--- src/rtl/step_charge_seq.sv ---
module step_charge_seq #(
  parameter int STEPS = 4,
  parameter int DW    = 4
) (
  input  logic             clk,
  input  logic             rst_n,
  input  logic             data_in,
  input  logic [DW-1:0]    dwell,
  output logic             gnd_en,
  output logic             sup_en,
  output logic [STEPS-2:0] chg_en,
  output logic [STEPS-2:0] dis_en,
  output logic             done
);
  localparam int LW = $clog2(STEPS + 1);
  localparam logic [LW-1:0] TOP = LW'(STEPS);

  typedef enum logic [1:0] {S_IDLE, S_GAP, S_STEP} st_t;

  st_t          st;
  logic [LW-1:0] lvl;
  logic          up;
  logic          pend;
  logic [DW-1:0] cnt;

  wire           at_top = (lvl == TOP);
  wire           at_bot = (lvl == '0);
  wire [LW-1:0]  nxt    = up ? lvl + 1'b1 : lvl - 1'b1;
  wire [DW-1:0]  load   = (dwell == '0) ? '0 : dwell - 1'b1;
  wire           lit    = (st != S_GAP);

  always_ff @(posedge clk) begin
    if (!rst_n) begin
      st   <= S_IDLE;
      lvl  <= '0;
      up   <= 1'b0;
      pend <= 1'b0;
      cnt  <= '0;
      done <= 1'b0;
    end else begin
      pend <= data_in;
      done <= 1'b0;
      case (st)
        S_IDLE:
          if (pend != at_top) begin
            st <= S_GAP;
            up <= pend;
          end
        S_GAP: begin
          st   <= S_STEP;
          lvl  <= nxt;
          cnt  <= load;
          done <= (nxt == '0) || (nxt == TOP);
        end
        S_STEP:
          if (cnt != '0)              cnt <= cnt - 1'b1;
          else if (at_bot || at_top)  st  <= S_IDLE;
          else                        st  <= S_GAP;
        default: st <= S_IDLE;
      endcase
    end
  end

  assign gnd_en = lit && at_bot;
  assign sup_en = lit && at_top;

  for (genvar i = 0; i < STEPS - 1; i++) begin : g_lvl
    wire here = (st == S_STEP) && (lvl == LW'(i + 1));
    assign chg_en[i] = here && up;
    assign dis_en[i] = here && !up;
  end
endmodule


--- config.mk ---
export PLATFORM = sky130hd
export DESIGN_NAME = step_charge_seq
export DESIGN_NICKNAME = d
export VERILOG_FILES = /design/src/rtl/step_charge_seq.sv
export SDC_FILE = /design/constraint.sdc
export NUM_CORES = 1
export LEC_CHECK = 0
export BUFFER_PORTS_ARGS = -buffer_cell sky130_fd_sc_hd__buf_4
export CAP_MARGIN = 20
export CORE_MARGIN = 5
export CORE_UTILIZATION = 53
export DETAILED_ROUTE_END_ITERATION = 10
export PLACE_DENSITY = 0.77
export SYNTH_ARGS = -nofsm -noshare
export SYNTH_HDL_FRONTEND = slang
export SYNTH_SLANG_ARGS = --single-unit
--- constraint.sdc ---
create_clock -name clk -period 1.66 [get_ports clk]
set_clock_uncertainty 0.05 [all_clocks]
set_input_delay 0.249 -clock clk [delete_from_list [all_inputs] [get_ports clk]]
set_output_delay 0.249 -clock clk [all_outputs]
set_load 0.1 [all_outputs]
# Word-level counts from Yosys, hierarchy flattened

Cells that the tools add are included.

Bits in registers: 12
Bits in latches: 0
Bits in writable memories: 0
ROM bits: 0
Bits of input ports: 7
Output and inout bits: 9
Memories kept: 0

$add $sub $neg: 4
Multiply operators: 0
Div/mod/pow operators: 0
Order comparisons: 0
Equal/unequal tests: 12
Shift operators: 0
Muxes and demuxes: 8
Bitwise operators: 0
Reduce and logical (&&, ||, !) cells: 24

Operators by type and width:

| operator            | count |
|---|---|
| $logic_and 1x1->1   | 11 |
| $mux 4              | 2 |
| $pmux 4 s2          | 1 |
| $reduce_and 2->1    | 4 |
| $sub 4x1->4 const B | 2 |
| $eq 3x2->1 const B  | 2 |
| $eq 3x3->1 const B  | 2 |
| $logic_not 3->1     | 2 |
| $ne 2x2->1 const B  | 3 |
| $pmux 2 s3          | 1 |
| $logic_not 4->1     | 1 |
| $mux 2              | 2 |
| $reduce_bool 4->1   | 1 |
| $add 3x1->3 const B | 1 |
| $eq 3x1->1 const B  | 1 |
| $mux 3              | 1 |
| $sub 3x1->3 const B | 1 |
| $eq 2x1->1 const B  | 1 |
| $eq 2x2->1 const B  | 1 |
| $logic_not 2->1     | 1 |
| $logic_or 1x1->1    | 2 |
| $ne 2x1->1 const B  | 1 |
| $reduce_bool 2->1   | 1 |
| $logic_not 1->1     | 1 |
| other kinds (2)     | 2 |

# Depth between registers and ports, before layout

Depth in word-level cells: 5
Mapped depth: 6
Depth with buffers taken out: 6

# Worst setup path before layout

No wires, ideal clock.

Path type: flip-flop to output port
Start point: register st[0]
End point: output port dis_en[0]
Data arrival time: 3.740 ns
Required time: 1.361 ns
Path slack: -2.379 ns
Stages on the path, launching flop included: 4
Path buffers: 1
Cells stage by stage: dfxtp_1 buf_4 nand2b_4 nor4b_1

Longest elaborated chain between the ends: 3

Ends and longest elaborated chain:

| what                   | RTL line | text |
|---|---|---|
| from (decl)            | 20       | `st_t st;` |
| from (signal assigned) | 34       | `st <= S_IDLE;` |
| from (signal assigned) | 46       | `st <= S_GAP;` |
| from (signal assigned) | 50       | `st <= S_STEP;` |
| $eq 2x2->1             | 68       | `wire here = (st == S_STEP) && (lvl == LW'(i + 1));` |
| $logic_and 1x1->1      | 68       |  |
| $logic_and 1x1->1      | 70       | `assign dis_en[i] = here && !up;` |
| to (decl)              | 12       | `output logic [STEPS-2:0] dis_en,` |

No other way between the ends.

# Final worst setup path

Start point: register lvl[0]
End point: output port chg_en[2]

Longest elaborated chain between the ends: 3

Ends and longest elaborated chain:

| what                   | RTL line | text |
|---|---|---|
| from (decl)            | 21       | `logic [LW-1:0] lvl;` |
| from (signal assigned) | 51       | `lvl <= nxt;` |
| $eq 3x2->1             | 68       |  |
| $logic_and 1x1->1      | 68       |  |
| $logic_and 1x1->1      | 69       | `assign chg_en[i] = here && up;` |
| to (decl)              | 11       | `output logic [STEPS-2:0] chg_en,` |

No other way between the ends.

==> results.py <==
metrics = {
    "place": {
        "dp.cells": 129,
        "gp_congestion": 0.762,
        "port-buffer-count": 15,
        "place_ws_ns": 0.0792,
        "place_hpwl_mm": 1.40,
    },
    "worst_setup_path": {
        "crit_family": "flip-flops",
        "crit_top_cell": "ha_4",
        "path_cells": "ha_4, ha_4, and3_4, buf_12",
        "cp.arrival_ns": 1.35,
        "cp.required_ns": 1.36,
        "path_class": "flop to output pin",
        "endpoint_kind": "output pin",
        "critPathMaxFanout": 4,
        "slowest_stage": "dfxtp_4",
        "critical_path_buf_inv_count": 1,
        "cp-start-kind": "flop",
        "slowest_delay_ns": 0.42,
    },
    "logic_synthesis": {
        "ys.warnings.count": 0,
        "avgSynthCellArea_sq_um": 8.30,
        "ys_seq_elements": 12,
        "syn-num-nets": 113,
        "synthCells": 99,
        "ys_types": 42,
        "syn_area_sq_um": 822,
        "synth_edf_count": 0,
        "synthArstFlopShare_pct": 0,
        "ys_seq_area_share_pct": 29.2,
        "synth_ff_type": "dfxtp_1",
    },
    "timing": {
        "hold_viol": 0,
        "relSlewSlack_pct": 79.7,
        "fin_ws_ns": 0.00931,
        "fin_hold_ws_ns": 0.129,
        "drv_slew": 0,
        "period_share_pct": 99.4,
        "rsz0062_at_grt": "yes",
        "setup_viol_count_final": 0,
        "fin_crit_ns": 1.65,
        "fmax_mhz": 606,
        "tightest_slew_ns": 0.304,
    },
    "floorplanning": {
        "ioPinCount": 16,
        "die_w_um": 49.4,
        "core_sq_um": 1490,
        "rows": 14,
        "start_util_pct": 55.2,
        "die_area_sq_um": 2440,
        "die_h_um": 49.4,
    },
    "detailed_routing": {
        "first_pass_iters": 4,
        "drt_first_iter_violations": 23,
        "num_vias": 800,
        "drc_errors": 0,
        "wl_per_cell_um": 17.2,
        "wl_mm": 2.35,
        "via_per_inst": 5.84,
        "ant_nets": 0,
    },
    "power_and_ir_drop": {
        "powerDensity_nw_per_um2": 1120,
        "p_leak_nw": 0.484,
        "ir_drop_mv": 1.03,
    },
    "clock_tree": {
        "clkTransAtPathRegs_ns": 0.09,
        "cts_buffer_depth": 2,
        "numCtsBuffers": 3,
        "clock-sinks": 12,
        "clk_latency_ns": 0.28,
        "clock-root-buffer": "clkbuf_4",
        "cts_htree_levels": 1,
        "cts_tree": "yes",
    },
    "finish": {
        "fin_util_pct": 85.1,
        "drive_gt1_share_pct": 47.1,
        "layout_commonest_cell": "buf_4",
        "fin_cells": 137,
        "nets": 136,
        "area_growth_pct": 54.2,
        "final_cell_mix": "buf_4, o21ai_0, nand2_1, dfxtp_1, buf_12",
        "antenna_cells": 0,
    },
    "grt": {
        "grt_antenna_before_repair": 0,
        "grt_remaining_overflow": 0,
        "grt_use_total_pct": 19.7,
        "grt_pass1_vias": 767,
        "grt_max_degree": 14,
        "grt_pass1_wl_mm": 3.71,
    },
    "job": {
        "drv_cap": 0,
    },
    "min_path": {
        "worstHoldPathType": "primary input to flop",
    },
    "status": {
        "status": "completed",
    },
}
worst reg2reg max path, delay by kind of cell, from the launching register on:
| family | cells | cell delay (ns) |
|---|---|---|
| flip-flops | 1 | 0.37 |
| adder cells (fa/ha/maj) | 1 | 0.23 |
| AND/OR/NAND/NOR | 2 | 0.36 |
| buffers and inverters | 1 | 0.07 |
| AO/OA/AOI/OAI | 2 | 0.33 |
final cells by class:
class / instances / area [sq um]
tap: 16 / 20.0
fill: 91 / 221
inverter: 6 / 30.0
sequential: 12 / 255
multi-input combinational: 76 / 671
clock buffer: 4 / 36.3
timing repair buffer: 23 / 255
kinds of logic (layout without fill, tap and decap cells):
logic type / count (synthesis) / in the layout / share of synthesized area [%]
AND/OR/NAND/NOR: 43 / 43 / 32.3
AO/OA/AOI/OAI: 23 / 23 / 18.1
flip-flops: 12 / 12 / 29.2
buffers and inverters: 11 / 33 / 6.54
adder cells (fa/ha/maj): 7 / 7 / 10.7
XOR/XNOR: 3 / 3 / 3.20
final timing paths:
check          start        end  slack [ns]  depth (start not counted)
max           lvl[0]  chg_en[2]       0.009                          4
min          data_in       pend        0.13                          2
max reg2reg   cnt[0]     cnt[3]        0.16                          6
min reg2reg   cnt[1]     cnt[1]        0.44                          2
routing by layer:
metal,GRT usage [%],part of all wire [%],up-vias
li1,-,-,392
met1,24.5,42,380
met2,33.0,52,24
met3,5.20,4.1,4
met4,5.68,1.5,0
met5,0,0,-
what timing repair did:
item,in CTS,in global routing
hold buffers,0,0
endpoints found under the setup margin,8,9
gates resized for setup,37,15
pin swaps,1,5
setup buffers,1,3
report_power, final:
group          internal, mW  total (mW)  switching [mW]
combinational         0.330       0.764           0.434
clock                 0.133       0.245           0.111
sequential            0.340       0.416          0.0755
metrics by stage:
| step | power [mW] | TNS, ns | area (sq um) |
|---|---|---|---|
| after CTS | 1.32 | -0.0262 | 1170 |
| after detailed placement | 0.980 | 0 | 1000 |
| after floorplan | 0.858 | -0.582 | 876 |
| after global routing | 1.52 | -0.188 | 1270 |
| final | 1.42 | 0 | 1270 |
| after global placement | 0.967 | 0 | 1000 |
cell usage after synthesis (2+ instances only):
cell type,n,area [sq um]
a21boi_0,2,15.0
and2_1,3,18.8
and3_1,4,25.0
clkbuf_1,2,7.51
dfxtp_1,12,240
ha_1,7,87.6
inv_1,6,22.5
nand2_1,10,37.5
nand3_1,3,15.0
nor2_1,5,18.8
nor3_1,4,20.0
nor4b_1,2,17.5
o21ai_0,9,45.0
xnor2_1,2,17.5
flip-flops by register name (all words and copies together), names as in the netlist:
signal / flops
cnt: 4
up: 1
pend: 1
st: 2
lvl: 3
done: 1
(Power assumes the default switching activity.)
